--- config.mk ---
export PLATFORM = sky130hd
export DESIGN_NAME = pwm_dbuf_timer
export DESIGN_NICKNAME = d
export VERILOG_FILES = /design/src/rtl/pwm_tmr_pkg.sv /design/src/rtl/pwm_cmp_bank.sv /design/src/rtl/pwm_cnt_core.sv /design/src/rtl/pwm_out_gen.sv /design/src/rtl/pwm_dbuf_timer.sv
export SDC_FILE = /design/constraint.sdc
export NUM_CORES = 1
export LEC_CHECK = 0
export CORE_MARGIN = 3
export CORE_UTILIZATION = 52
export DETAILED_ROUTE_END_ITERATION = 8
export PLACE_DENSITY = 0.87
export SLEW_MARGIN = 25
export SYNTH_ARGS = -nofsm -noshare
export SYNTH_HDL_FRONTEND = slang
export SYNTH_HIERARCHICAL = 1
export SYNTH_SLANG_ARGS = --single-unit
--- constraint.sdc ---
create_clock -name clk -period 2.45 [get_ports clk]
set_input_delay 0.49 -clock clk [delete_from_list [all_inputs] [get_ports clk]]
set_output_delay 0.49 -clock clk [all_outputs]
set_load 0.01 [all_outputs]
--- src/rtl/pwm_tmr_pkg.sv ---
package pwm_tmr_pkg;

  localparam int unsigned TMR_W_DEF = 16;

  // Compare channel slots; the period slot governs the wrap.
  localparam int unsigned CH_PERIOD = 0;
  localparam int unsigned CH_WIDTH  = 1;
  localparam int unsigned N_CH      = 2;

endpackage

--- src/rtl/pwm_cmp_bank.sv ---
module pwm_cmp_bank
  import pwm_tmr_pkg::*;
#(
  parameter int unsigned TMR_W = TMR_W_DEF,
  parameter int unsigned NCH   = N_CH
) (
  input  logic                      clk,
  input  logic                      rst_n,
  input  logic [NCH-1:0]            wr_en,
  input  logic [NCH-1:0][TMR_W-1:0] wr_data,
  input  logic                      load,
  output logic [NCH-1:0][TMR_W-1:0] shadow_q,
  output logic [NCH-1:0][TMR_W-1:0] shadow_nxt
);

  logic [NCH-1:0][TMR_W-1:0] host_q;
  logic [NCH-1:0][TMR_W-1:0] host_nxt;

  for (genvar c = 0; c < NCH; c++) begin : g_ch

    always_comb begin
      host_nxt[c] = host_q[c];
      if (wr_en[c]) begin
        host_nxt[c] = wr_data[c];
      end
    end

    always_comb begin
      shadow_nxt[c] = shadow_q[c];
      if (load) begin
        shadow_nxt[c] = host_q[c];
      end
    end

    always_ff @(posedge clk or negedge rst_n) begin
      if (!rst_n) begin
        host_q[c]   <= '0;
        shadow_q[c] <= '0;
      end else begin
        host_q[c]   <= host_nxt[c];
        shadow_q[c] <= shadow_nxt[c];
      end
    end

    AST_SHADOW_ONLY_AT_LOAD: assert property (@(posedge clk) disable iff (!rst_n)
      !load |=> $stable(shadow_q[c]));

    AST_SHADOW_TAKES_HOST: assert property (@(posedge clk) disable iff (!rst_n)
      (load && !wr_en[c]) |=> (shadow_q[c] == host_q[c]));

  end : g_ch

endmodule

--- src/rtl/pwm_cnt_core.sv ---
module pwm_cnt_core
  import pwm_tmr_pkg::*;
#(
  parameter int unsigned TMR_W = TMR_W_DEF
) (
  input  logic             clk,
  input  logic             rst_n,
  input  logic             run,
  input  logic             tick,
  input  logic [TMR_W-1:0] period_buf,
  output logic             step,
  output logic             load,
  output logic             wrap,
  output logic [TMR_W-1:0] cnt_nxt
);

  localparam logic [TMR_W-1:0] PARK = '1;
  localparam logic [TMR_W-1:0] ONE  = TMR_W'(1);

  logic [TMR_W-1:0] cnt_q;
  logic             live_q;
  logic             live_nxt;
  logic             at_top;

  always_comb begin
    step   = run && tick;
    at_top = live_q && (cnt_q == period_buf);
    load   = step && (!live_q || at_top);
    wrap   = step && at_top;
  end

  always_comb begin
    cnt_nxt  = cnt_q;
    live_nxt = live_q;
    if (!run) begin
      cnt_nxt  = PARK;
      live_nxt = 1'b0;
    end else if (step) begin
      live_nxt = 1'b1;
      if (load) begin
        cnt_nxt = '0;
      end else begin
        cnt_nxt = cnt_q + ONE;
      end
    end
  end

  always_ff @(posedge clk or negedge rst_n) begin
    if (!rst_n) begin
      cnt_q  <= PARK;
      live_q <= 1'b0;
    end else begin
      cnt_q  <= cnt_nxt;
      live_q <= live_nxt;
    end
  end

  AST_PARKED_WHEN_STOPPED: assert property (@(posedge clk) disable iff (!rst_n)
    !run |=> (cnt_q == PARK && !live_q));

  AST_HOLD_WITHOUT_TICK: assert property (@(posedge clk) disable iff (!rst_n)
    (run && !tick) |=> $stable(cnt_q));

  AST_CNT_WITHIN_PERIOD: assert property (@(posedge clk) disable iff (!rst_n)
    live_q |-> (cnt_q <= period_buf));

  AST_START_AT_ZERO: assert property (@(posedge clk) disable iff (!rst_n)
    (step && !live_q) |=> (cnt_q == '0 && live_q));

endmodule

--- src/rtl/pwm_out_gen.sv ---
module pwm_out_gen
  import pwm_tmr_pkg::*;
#(
  parameter int unsigned TMR_W = TMR_W_DEF
) (
  input  logic             clk,
  input  logic             rst_n,
  input  logic             run,
  input  logic             step,
  input  logic             load,
  input  logic             wrap,
  input  logic [TMR_W-1:0] cnt_nxt,
  input  logic [TMR_W-1:0] width_buf,
  input  logic [TMR_W-1:0] width_nxt,
  output logic             pwm_q,
  output logic             half_q,
  output logic             wrap_irq_q,
  output logic             width_irq_q
);

  logic pwm_nxt;
  logic half_nxt;
  logic wrap_irq_nxt;
  logic width_irq_nxt;

  always_comb begin
    pwm_nxt       = pwm_q;
    half_nxt      = half_q;
    wrap_irq_nxt  = 1'b0;
    width_irq_nxt = 1'b0;
    if (!run) begin
      pwm_nxt  = 1'b0;
      half_nxt = 1'b0;
    end else if (step) begin
      width_irq_nxt = (cnt_nxt == width_nxt);
      wrap_irq_nxt  = wrap;
      if (wrap) begin
        half_nxt = !half_q;
      end
      if (load) begin
        pwm_nxt = (width_nxt != '0);
      end else if (cnt_nxt == width_buf) begin
        pwm_nxt = 1'b0;
      end
    end
  end

  always_ff @(posedge clk or negedge rst_n) begin
    if (!rst_n) begin
      pwm_q       <= 1'b0;
      half_q      <= 1'b0;
      wrap_irq_q  <= 1'b0;
      width_irq_q <= 1'b0;
    end else begin
      pwm_q       <= pwm_nxt;
      half_q      <= half_nxt;
      wrap_irq_q  <= wrap_irq_nxt;
      width_irq_q <= width_irq_nxt;
    end
  end

  AST_QUIET_WHEN_STOPPED: assert property (@(posedge clk) disable iff (!rst_n)
    !run |=> (!pwm_q && !half_q && !wrap_irq_q && !width_irq_q));

  AST_HALF_FLIPS_ON_WRAP: assert property (@(posedge clk) disable iff (!rst_n)
    wrap_irq_q |-> (half_q != $past(half_q)));

  AST_IRQ_NEEDS_TICK: assert property (@(posedge clk) disable iff (!rst_n)
    !step |=> (!wrap_irq_q && !width_irq_q));

  AST_NO_WRAP_IRQ_AT_START: assert property (@(posedge clk) disable iff (!rst_n)
    (load && !wrap) |=> !wrap_irq_q);

  AST_ZERO_WIDTH_DARK: assert property (@(posedge clk) disable iff (!rst_n)
    (load && width_nxt == '0) |=> !pwm_q);

endmodule

--- src/rtl/pwm_dbuf_timer.sv ---
module pwm_dbuf_timer
  import pwm_tmr_pkg::*;
#(
  parameter int unsigned TMR_W = TMR_W_DEF
) (
  input  logic             clk,
  input  logic             rst_n,
  input  logic             run_i,
  input  logic             count_tick_i,
  input  logic             period_we_i,
  input  logic [TMR_W-1:0] period_wdata_i,
  input  logic             width_we_i,
  input  logic [TMR_W-1:0] width_wdata_i,
  output logic             pwm_o,
  output logic             half_rate_o,
  output logic             wrap_irq_o,
  output logic             width_irq_o
);

  logic [1:0] rst_sync_q;
  logic       rst_s_n;

  always_ff @(posedge clk or negedge rst_n) begin
    if (!rst_n) begin
      rst_sync_q <= 2'b00;
    end else begin
      rst_sync_q <= {rst_sync_q[0], 1'b1};
    end
  end

  assign rst_s_n = rst_sync_q[1];

  logic [N_CH-1:0]            wr_en;
  logic [N_CH-1:0][TMR_W-1:0] wr_data;
  logic [N_CH-1:0][TMR_W-1:0] shadow_q;
  logic [N_CH-1:0][TMR_W-1:0] shadow_nxt;
  logic                       step;
  logic                       load;
  logic                       wrap;
  logic [TMR_W-1:0]           cnt_nxt;

  always_comb begin
    wr_en              = '0;
    wr_data            = '0;
    wr_en[CH_PERIOD]   = period_we_i;
    wr_data[CH_PERIOD] = period_wdata_i;
    wr_en[CH_WIDTH]    = width_we_i;
    wr_data[CH_WIDTH]  = width_wdata_i;
  end

  pwm_cmp_bank #(.TMR_W(TMR_W), .NCH(N_CH)) u_bank (
    .clk        (clk),
    .rst_n      (rst_s_n),
    .wr_en      (wr_en),
    .wr_data    (wr_data),
    .load       (load),
    .shadow_q   (shadow_q),
    .shadow_nxt (shadow_nxt)
  );

  pwm_cnt_core #(.TMR_W(TMR_W)) u_cnt (
    .clk        (clk),
    .rst_n      (rst_s_n),
    .run        (run_i),
    .tick       (count_tick_i),
    .period_buf (shadow_q[CH_PERIOD]),
    .step       (step),
    .load       (load),
    .wrap       (wrap),
    .cnt_nxt    (cnt_nxt)
  );

  pwm_out_gen #(.TMR_W(TMR_W)) u_out (
    .clk         (clk),
    .rst_n       (rst_s_n),
    .run         (run_i),
    .step        (step),
    .load        (load),
    .wrap        (wrap),
    .cnt_nxt     (cnt_nxt),
    .width_buf   (shadow_q[CH_WIDTH]),
    .width_nxt   (shadow_nxt[CH_WIDTH]),
    .pwm_q       (pwm_o),
    .half_q      (half_rate_o),
    .wrap_irq_q  (wrap_irq_o),
    .width_irq_q (width_irq_o)
  );

endmodule

* Yosys cells after proc, flatten, opt, wreduce, memory -nomap -nowiden
Index checks and enable logic that the tools add are counted.
** Storage, ports and cells
- Word-level logic and storage cells :: 45
- Input port bits :: 38
- Output and inout bits :: 4
- Flip-flop bits (word level) :: 87
** Cells by class
- Mux-type cells :: 17
- Eq/ne operators :: 6
- Add/subtract/negate cells :: 1
- Reduce and logical (&&, ||, !) cells :: 10
** Operators with widths (number)
- 2-to-1 mux 16 bit :: 4
- equality test 16 bit :: 3
- adder 16 x 1 -> 16 bit (second input constant) :: 1
- nonzero test 16 bit :: 1
- 2-to-1 mux 1 bit :: 13
- logical AND 1 bit :: 4
- inequality test 2 x 1 -> 1 bit (second input constant) :: 2
- AND reduction 2 bit :: 2
- inequality test 3 x 1 -> 1 bit (second input constant) :: 1
- logical NOT 1 bit :: 2
- logical OR 1 bit :: 1

* Depth between registers and ports, before layout
Gate-level depths: netlist of run 1.
- Depth after elaboration :: 12
- Depth in mapped cells :: 13
- Depth with buffers taken out :: 9

* Cells and area by module
The synthesis of run 1 kept the hierarchy.
** Modules (own cells, without submodules)
- pwm_cmp_bank :: cells each 136, seq. area each 1601.5 um2, times used 1, area an instance 2643.8 um2
- pwm_cnt_core :: cells each 116, seq. area each 445.4 um2, times used 1, area an instance 1143.6 um2
- pwm_out_gen :: cells each 61, seq. area each 100.1 um2, times used 1, area an instance 540.5 um2
- pwm_dbuf_timer :: cells each 3, seq. area each 50.0 um2, times used 1, area an instance 53.8 um2

* Least setup slack after synthesis of run 1
No wires, ideal clock.
- Path kind :: reg-to-reg
- Start :: register u_cnt.cnt_q[10]
- End :: register u_out.width_irq_q
- Cell stages (with the launch flop) :: 14
- Arrival :: 3.011 ns
- Data required time :: 2.354 ns
- Period minus slack after synthesis :: 3.107 ns
- Library setup time :: 0.096 ns
- Buffers on the path :: 4
- Setup slack :: -0.657 ns
- Cells stage by stage :: dfstp_2 > buf_6 > xnor2_2 > nand4_2 > o41ai_4 > and2_4 > buf_6 > buf_6 > buf_12 > mux2_4 > xor2_1 > nor4_1 > nand4_1 > nor4_2
** RTL lines
- from (decl) :: line pwm_cnt_core.sv:20 : logic [TMR_W-1:0] cnt_q;
- from (signal assigned) :: line pwm_cnt_core.sv:53 : cnt_q <= cnt_nxt;
- to (signal assigned) :: line pwm_out_gen.sv:58 : width_irq_q <= width_irq_nxt;
- to (decl) :: line pwm_out_gen.sv:18 : output logic width_irq_q

==> flow_summary.ini, run 1 <==
[clock_network]
numCtsBuffers = 9
cts_hold_buf = 0
cts_tree = done
cts.root.buffer_cell = clkbuf_8
clock-sinks = 87
cts_buffer_depth = 2
clk_latency_ns = 0.36
cts.clk_slew.worst_paths_ns = 0.09
cts_max_level = 3

[detailed_routing]
drc = 0
dr.pass1.iters = 5
viasPerCell = 5.496
via_count = 2902
drt_iter0_markers = 159
ant_nets = 0
route.final.wire_length_mm = 9.548
post_drt_wl_per_cell_um = 18.08

[cells_and_area]
n_fill_cell = 526
area_delta_synth_final_pct = 26.24
mostFrequentLayoutCell = dfrtp_1
post-route-util_pct = 69.43
diodes = 0
final_cell_mix = dfrtp_1, buf_4, xnor2_1
fin_nets = 460
drive_above_1_share_pct = 40.85
instances_no_fill = 528

[die]
die_h_um = 97.80
fp-row-count = 32
die-area_um2 = 9564
start_util_pct = 54.99
core-area_um2 = 7968
die_w_um = 97.80
pin_count = 42

[critical_path]
r2r_start = u_cnt/cnt_q[14]
endpoint_kind = flip-flop
path_class = reg2reg
worst_setup_path_start_kind = flip-flop
critPathArrivalTime_ns = 3.23
cp_max_fo = 8
cp-startpoint = u_cnt/cnt_q[14]
required_ns = 2.68

[logic_synthesis]
yosys.area.top_type = dfrtp_1
synth_area_um2 = 4382
synthesis.nets = 355
synth.avg_cell_area_um2 = 13.87
synth.yosys.seq_area_share_pct = 50.14
yosysWarnings = 6
yosys-top-cells-area = dfrtp_1, mux2_4, xnor2_1
syn_inst = 316
ys_ff_latch = 87
yosysUniqueCellTypes = 38
synth_top_area_share_pct = 40.55

[timing]
fin_tns_setup_ns = -0.9402
rsz0062_at_grt = yes
final_max_slew_viol_count = 0
final_hold_viol_count = 0
skew_ns = 0.01245
slew_headroom_pct = 61.46
period_share_pct = 122.1
max_freq_ghz = 0.3343
setup-violations-final = 2
worst_pin_slew_ns = 0.5721
worst_slack_ns = -0.5411
period_minus_slack_ns = 2.991

[power_and_ir_drop]
p_per_area_nw_per_um2 = 730.8
power_frac_seq_pct = 45.8
p_sw_mw = 1.153
power.leakage_nw = 2.380
pwr-share-comb_pct = 28.1
sw_frac_of_total_pct = 28.52
clkPwrFrac_pct = 26.0
totalPowerFinal_mw = 4.042
internal_power_mw = 2.890
peakVddDrop_uv = 492.6

[place]
io_buffers = 41
post-place-cells = 510
place.gp.congestion = 0.9045
hpwl_mm = 7.142

[global_routing]
first_global_vias = 3017
grt_overflow = 0
grt_pass1_wl_mm = 15.67
grt_antenna_before_repair = 0
grt_usage_pct = 20.91
grt_max_degree = 86

[run_status]
run_status = complete, but fails checks
violations = negative setup slack

[run]
cap_viol_max_count = 0

[hold_path]
hold_path_class = in2async
critical path: stages (launching register included):
cell     delay (ns)
dfstp_2        0.55
xnor2_1        0.17
nand4_1        0.25
o41ai_4        0.36
and2_4         0.24
buf_12         0.13
mux2_4         0.32
xor2_1         0.16
nor4_1         0.31
nand4_1        0.14
nor4_2         0.23
flip-flops by register name, indices dropped and copies added (netlist names):
register and flops:
u_bank/shadow_q 32, u_cnt/cnt_q 16, u_out/pwm_q 1, u_out/half_q 1, u_bank/host_q 32, rst_sync_q 2
u_out/wrap_irq_q 1, u_cnt/live_q 1, u_out/width_irq_q 1
logic make-up after synthesis:
logic type,Yosys count,synth area share (%)
adder cells (fa/ha/maj),1,0.2855
flip-flops,87,50.14
AO/OA/AOI/OAI,30,4.654
other,1,0.08558
XOR/XNOR,59,11.96
buffers and inverters,19,4.426
AND/OR/NAND/NOR,55,7.710
multiplexers,64,20.73
metrics by stage:
step	hold WS, ns	worst slack [ns]	instance area, um2
2_1_floorplan	0.1944	-0.5586	4383
3_3_place_gp	0.3371	-0.4765	5274
3_5_place_dp	0.3395	-0.4951	5274
4_1_cts	0.2752	-0.4562	5528
5_1_grt	0.2746	-0.6287	5532
6_report	0.2864	-0.5411	5532
final timing paths:
path	slack, ns	to	depth (start not counted)
max in group asynchronous	1.72	u_cnt/cnt_q[0]	1
setup / recovery	-0.54	u_out/width_irq_q	10
hold / removal	0.29	rst_sync_q[1]	1
setup reg to reg	-0.54	u_out/width_irq_q	10
hold reg to reg	0.36	u_bank/host_q[14]	1
min in group clk	0.36	rst_sync_q[1]	0
per-layer routing:
layer | up-vias | GRT usage [%] | wire length, um
met5 | - | 0 | 0
met4 | 0 | 8.094 | 208
met3 | 18 | 3.286 | 512
met2 | 121 | 34.42 | 4672
met1 | 1428 | 27.97 | 4155
li1 | 1335 | - | -
power groups by stage:
| stage | logic, mW | registers [mW] | clock network (mW) |
|---|---|---|---|
| 2_1_floorplan | 0.704 | 1.83 | 0 |
| 3_3_place_gp | 1.06 | 1.87 | 0 |
| 3_5_place_dp | 1.10 | 1.87 | 0 |
| 6_report | 1.14 | 1.85 | 1.05 |
| 4_1_cts | 1.13 | 1.85 | 1.07 |
| 5_1_grt | 1.21 | 1.88 | 1.14 |
final cells by class:
class                           instances  area (um2)  share of cell area [%]
Sequential cell                        87        2201                   39.79
Tap cell                              102       127.6                   2.307
Inverter                                5       18.77                  0.3393
Multi-Input combinational cell        210        2019                   36.51
Timing Repair Buffer                  108       949.7                   17.17
Clock inverter                          5       63.81                   1.154
Clock buffer                           11       151.4                   2.737
cells in the mapped netlist, drive strengths merged:
cell type and number:
nand3b 2, and4 1, clkbuf 1, nor4 8, ha 1, buf 13, o221ai 1, nand2 5
a21boi 3, o41ai 2, a41oi 1, and3 3, o21ai 7, inv 5, nor2 5, xnor2 53
nor3 5, nand3 6, o21a 2, nor2b 1, dfrtp 71, and2 3, a21oi 11, dfstp 16
xor2 6, mux2 64, a21o 2, conb 1, o31ai 1, nand4 16
what timing repair did:
item                       in CTS  in global routing
pin swaps                       4                  0
resized for setup               6                  1
setup endpoints to repair      14                 14
setup buffers                   3                  0
(Power assumes the default switching activity.)
==> run 2, diff against run 1 <==
--- a/config.mk
+++ b/config.mk
@@ -8,6 +8,7 @@
 export CORE_MARGIN = 3
 export CORE_UTILIZATION = 52
 export DETAILED_ROUTE_END_ITERATION = 8
+export GPL_ROUTABILITY_DRIVEN = 0
 export PLACE_DENSITY = 0.87
 export SLEW_MARGIN = 25
 export SYNTH_ARGS = -nofsm -noshare
==> flow_summary.ini, run 2 (same netlist as run 1, synthesis figures left out) <==
[die]
start_util_pct = 54.99
die_h_um = 97.80
die_w_um = 97.80
core-area_um2 = 7968
die-area_um2 = 9564
pin_count = 42
fp-row-count = 32

[global_routing]
grt_antenna_before_repair = 0
first_global_vias = 3286
grt_usage_pct = 23.27
grt_max_degree = 46
grt_overflow = 0
grt_pass1_wl_mm = 17.37

[clock_network]
cts_max_level = 3
clk_latency_ns = 0.37
cts_tree = done
numCtsBuffers = 9
cts_buffer_depth = 2
cts_hold_buf = 0
clock-sinks = 87
cts.root.buffer_cell = clkbuf_8
cts.clk_slew.worst_paths_ns = 0.09

[critical_path]
worst_setup_path_start_kind = flip-flop
r2r_end = u_out/pwm_q
path_class = reg2reg
rrSetupSlack_ns = -0.58
critPathArrivalTime_ns = 3.28
worst_r2r_path_depth = 10
required_ns = 2.70
cp_max_fo = 7
r2r_start = u_cnt/cnt_q[4]
endpoint_kind = flip-flop

[power_and_ir_drop]
totalPowerFinal_mw = 4.036
peakVddDrop_uv = 298.9
power_frac_seq_pct = 46.5
p_sw_mw = 1.249
internal_power_mw = 2.787
power.leakage_nw = 2.434
clkPwrFrac_pct = 23.4
sw_frac_of_total_pct = 30.94
p_per_area_nw_per_um2 = 714.2
pwr-share-comb_pct = 30.0

[run]
cap_viol_max_count = 0

[cells_and_area]
final_cell_mix = buf_4, dfrtp_1, mux2_4
drive_above_1_share_pct = 43.91
diodes = 0
area_delta_synth_final_pct = 28.95
instances_no_fill = 537
stdcell_area_um2 = 5650
reg_top3 = u_bank/host_q x32, u_bank/shadow_q x32, u_cnt/cnt_q x16
fin_nets = 469
post-route-util_pct = 70.92

[place]
place_area_um2 = 5259
io_buffers = 41
hpwl_mm = 7.429
post-place-cells = 508

[timing]
final_max_slew_viol_count = 0
rsz0062_at_grt = yes
slew_headroom_pct = 58.21
worst_slack_ns = -0.5837
worst_pin_slew_ns = 0.6215
fin_tns_setup_ns = -1.164
setup-violations-final = 2
skew_ns = 0.009475
final_hold_viol_count = 0
period_share_pct = 123.8
period_minus_slack_ns = 3.034
max_freq_ghz = 0.3296

[detailed_routing]
dr.pass1.iters = 5
viasPerCell = 5.764
ant_nets = 0
drc = 0
via_count = 3095
drt_iter0_markers = 259
route.final.wire_length_mm = 11.09
post_drt_wl_per_cell_um = 20.64

[run_status]
violations = negative setup slack
run_status = complete, but fails checks

[hold_path]
hold_path_class = in2async
==> run 2: how the worst max path moves through the flow <==
| stage | endpoint | depth (start not counted) | slack (ns) | from |
|---|---|---|---|---|
| after global placement | u_out/pwm_q | 10 | -0.45 | count_tick_i |
| after global routing | u_out/pwm_q | 11 | -0.69 | u_cnt/cnt_q[3] |
| after CTS | u_out/width_irq_q | 10 | -0.46 | u_cnt/cnt_q[1] |
| after detailed placement | u_out/pwm_q | 10 | -0.54 | u_cnt/cnt_q[1] |
| after floorplan | u_out/width_irq_q | 12 | -0.56 | u_cnt/cnt_q[8] |
| final | u_out/pwm_q | 10 | -0.58 | u_cnt/cnt_q[4] |
==> run 2: routing by layer <==
layer,GRT usage [%],wire [um],vias up
met4,13.63,549,0
met5,0,0,-
met1,29.04,4316,1539
met2,36.48,5554,163
li1,-,-,1346
met3,6.286,666,47
==> run 2: repair_timing <==
action	in CTS	in global routing
endpoints found under the setup margin	14	15
endpoints found under the hold margin	0	0
setup buffers	6	7
gates cloned	0	0
gates resized for setup	7	11
pin swaps	7	7
==> run 2: worst max-delay path: stages, from the launching register on <==
cell and delay, ns:
dfstp_2 0.60, xnor2_2 0.13, nand4_1 0.19, o41ai_4 0.40
and2_4 0.28, buf_12 0.14, mux2_4 0.32, nor4_2 0.40
a41oi_2 0.18, o21ai_1 0.17, o21ai_1 0.10
==> run 2: cell type report <==
| type | count | area (um2) |
|---|---|---|
| flip-flops and latches | 87 | 2201 |
| well taps | 102 | 127.6 |
| repair buffers | 117 | 1037 |
| inverters | 5 | 18.77 |
| multi-input cells | 210 | 2083 |
| clock inverters | 5 | 41.29 |
| fillers | 497 | 2317 |
| clock buffers | 11 | 141.4 |
==> run 2: stage by stage <==
stage | worst slack [ns] | hold slack, ns
after floorplan | -0.5586 | 0.1944
after global placement | -0.4456 | 0.3377
after detailed placement | -0.5442 | 0.3418
after CTS | -0.4578 | 0.2745
after global routing | -0.6864 | 0.2631
final | -0.5837 | 0.2710
==> run 2: power groups by stage <==
stage	clock network, mW	registers (mW)	logic, mW
2_1_floorplan	0	1.83	0.704
3_3_place_gp	0	1.88	1.03
3_5_place_dp	0	1.89	1.08
4_1_cts	0.942	1.87	1.13
5_1_grt	1.02	1.90	1.27
6_report	0.946	1.88	1.21
==> run 3, diff against run 2 <==
--- a/config.mk
+++ b/config.mk
@@ -6,10 +6,11 @@
 export NUM_CORES = 1
 export LEC_CHECK = 0
 export CORE_MARGIN = 3
-export CORE_UTILIZATION = 52
+export CORE_UTILIZATION = 54
+export CTS_BUF_LIST = sky130_fd_sc_hd__clkbuf_4
 export DETAILED_ROUTE_END_ITERATION = 8
 export GPL_ROUTABILITY_DRIVEN = 0
-export PLACE_DENSITY = 0.87
+export PLACE_DENSITY = 0.9
 export SLEW_MARGIN = 25
 export SYNTH_ARGS = -nofsm -noshare
 export SYNTH_HDL_FRONTEND = slang
==> flow_summary.ini, run 3 (same netlist as run 1, synthesis figures left out) <==
[global_routing]
grt_usage_pct = 22.46
first_global_vias = 3135
grt_max_degree = 52
grt_pass1_wl_mm = 15.49
grt_antenna_before_repair = 0
grt_overflow = 0

[critical_path]
endpoint_kind = flip-flop
r2r_start = u_cnt/cnt_q[6]
path_cells = xnor2_2 > nand4_1 > o41ai_4 > and2_4 > buf_12 > buf_4 > mux2_4 > buf_4 > xnor2_1 > nand4_1 > nor4_2
crit_path_max_incr_delay_ns = 0.59
cp_max_fo = 6
r2r_end = u_out/width_irq_q
critPathArrivalTime_ns = 3.41
endpoint = u_out/width_irq_q
path_class = reg2reg
cp-startpoint = u_cnt/cnt_q[6]
rrSetupSlack_ns = -0.62
worst_r2r_path_depth = 11
worst_setup_path_start_kind = flip-flop
cpMaxStageDelayCell = dfstp_2
required_ns = 2.79

[detailed_routing]
viasPerCell = 5.544
route.final.wire_length_mm = 9.720
dr.pass1.iters = 5
wl_met2_mm = 4.744
drt_iter0_markers = 125
drc = 0
ant_nets = 0
via_count = 2916
wl_met1_mm = 4.104
routed.top_layer = met4
post_drt_wl_per_cell_um = 18.48
dr_wl_met3_um = 381

[place]
hpwl_mm = 6.772
post-place-cells = 498
io_buffers = 41
place_area_um2 = 5184

[timing]
final_hold_viol_count = 0
period_minus_slack_ns = 3.069
max_freq_ghz = 0.3258
period_share_pct = 125.3
hold_ws_ns = 0.1870
slew_headroom_pct = 52.35
setup-violations-final = 3
worst_pin_slew_ns = 0.7073
skew_ns = 0.02616
worst_slack_ns = -0.6192
rsz0062_at_grt = yes
final_max_slew_viol_count = 0

[clock_network]
cts_buffer_depth = 2
clk_latency_ns = 0.45
cts.clk_slew.worst_paths_ns = 0.15
cts.root.buffer_cell = clkbuf_4
cts_tree = done
clock-sinks = 87
numCtsBuffers = 9
cts_max_level = 3
cts_hold_buf = 0

[hold_path]
hold_path_class = in2async

[power_and_ir_drop]
peakVddDrop_uv = 363.5
p_sw_mw = 1.198
power_frac_seq_pct = 49.1
sw_frac_of_total_pct = 31.62
pwr-share-comb_pct = 30.8
internal_power_mw = 2.590
power.leakage_nw = 2.370
clkPwrFrac_pct = 20.2
p_per_area_nw_per_um2 = 685.0

[die]
start_util_pct = 56.12
die_h_um = 96.08
pin_count = 42
die_w_um = 96.08
core-area_um2 = 7807
fp-row-count = 32
die-area_um2 = 9231

[run_status]
violations = negative setup slack
run_status = complete, but fails checks

[cells_and_area]
stdcell_area_um2 = 5530
fin_nets = 458
mostFrequentLayoutCell = dfrtp_1
reg_top3 = u_bank/host_q x32, u_bank/shadow_q x32, u_cnt/cnt_q x16
final_cell_mix = dfrtp_1, buf_4, mux2_4
drive_above_1_share_pct = 43.40
n_fill_cell = 496
instances_no_fill = 526
area_delta_synth_final_pct = 26.21
diodes = 0

[run]
cap_viol_max_count = 0
==> run 3: cell type report <==
class	count	area, um2	area share (%)
clock inverters	7	61.31	1.109
inverters	5	18.77	0.3394
clock buffers	9	67.56	1.222
multi-input cells	210	2107	38.10
repair buffers	106	947.2	17.13
well taps	102	127.6	2.308
flip-flops and latches	87	2201	39.80
==> run 3: worst min path at each step <==
stage	cells after the start	start	end	slack, ns
floorplan	0	rst_n	rst_sync_q[0]	0.19
global placement	0	rst_sync_q[1]	u_bank/host_q[15]	0.30
detailed placement	0	rst_sync_q[1]	u_bank/host_q[1]	0.30
CTS	1	rst_n	rst_sync_q[1]	0.18
global route	1	rst_n	rst_sync_q[0]	0.18
finish	1	rst_n	rst_sync_q[1]	0.19
==> run 3: power groups by stage <==
stage / Clock [mW] / Sequential [mW] / Combinational [mW]
after floorplan: 0 / 1.83 / 0.704
after global placement: 0 / 1.87 / 1.00
after detailed placement: 0 / 1.88 / 1.04
after CTS: 0.776 / 1.86 / 1.13
after global routing: 0.843 / 1.89 / 1.24
final: 0.764 / 1.86 / 1.17
==> run 3: timing repair <==
item	CTS	global route
resized for setup	10	12
pin swaps	12	11
setup endpoints to repair	2	6
buffers inserted	17	2
gates cloned	0	0
==> run 3: critical path, delay by kind of cell, from the launching register on <==
| kind | cells | cell delay, ns |
|---|---|---|
| xor+xnor | 2 | 0.30 |
| buf+inv | 3 | 0.41 |
| simple gates | 4 | 0.97 |
| compound gates | 1 | 0.39 |
| mux | 1 | 0.32 |
| flops | 1 | 0.59 |
==> run 3: layer usage <==
| layer | up-vias | GRT usage [%] |
|---|---|---|
| met5 | - | 0 |
| met4 | 0 | 13.74 |
| met3 | 38 | 4.848 |
| met2 | 90 | 37.21 |
| met1 | 1459 | 26.53 |
| li1 | 1329 | - |
==> run 3: through the flow <==
stage / TNS, ns / util, % / power, mW / setup WS [ns]
finish: -1.098 / 70.83 / 3.788 / -0.6192
global route: -1.375 / 70.83 / 3.969 / -0.6770
CTS: -1.676 / 70.51 / 3.769 / -0.5198
detailed placement: -1.024 / 66.39 / 2.924 / -0.5317
global placement: -0.8646 / 66.39 / 2.868 / -0.4360
floorplan: -1.083 / - / 2.538 / -0.5586
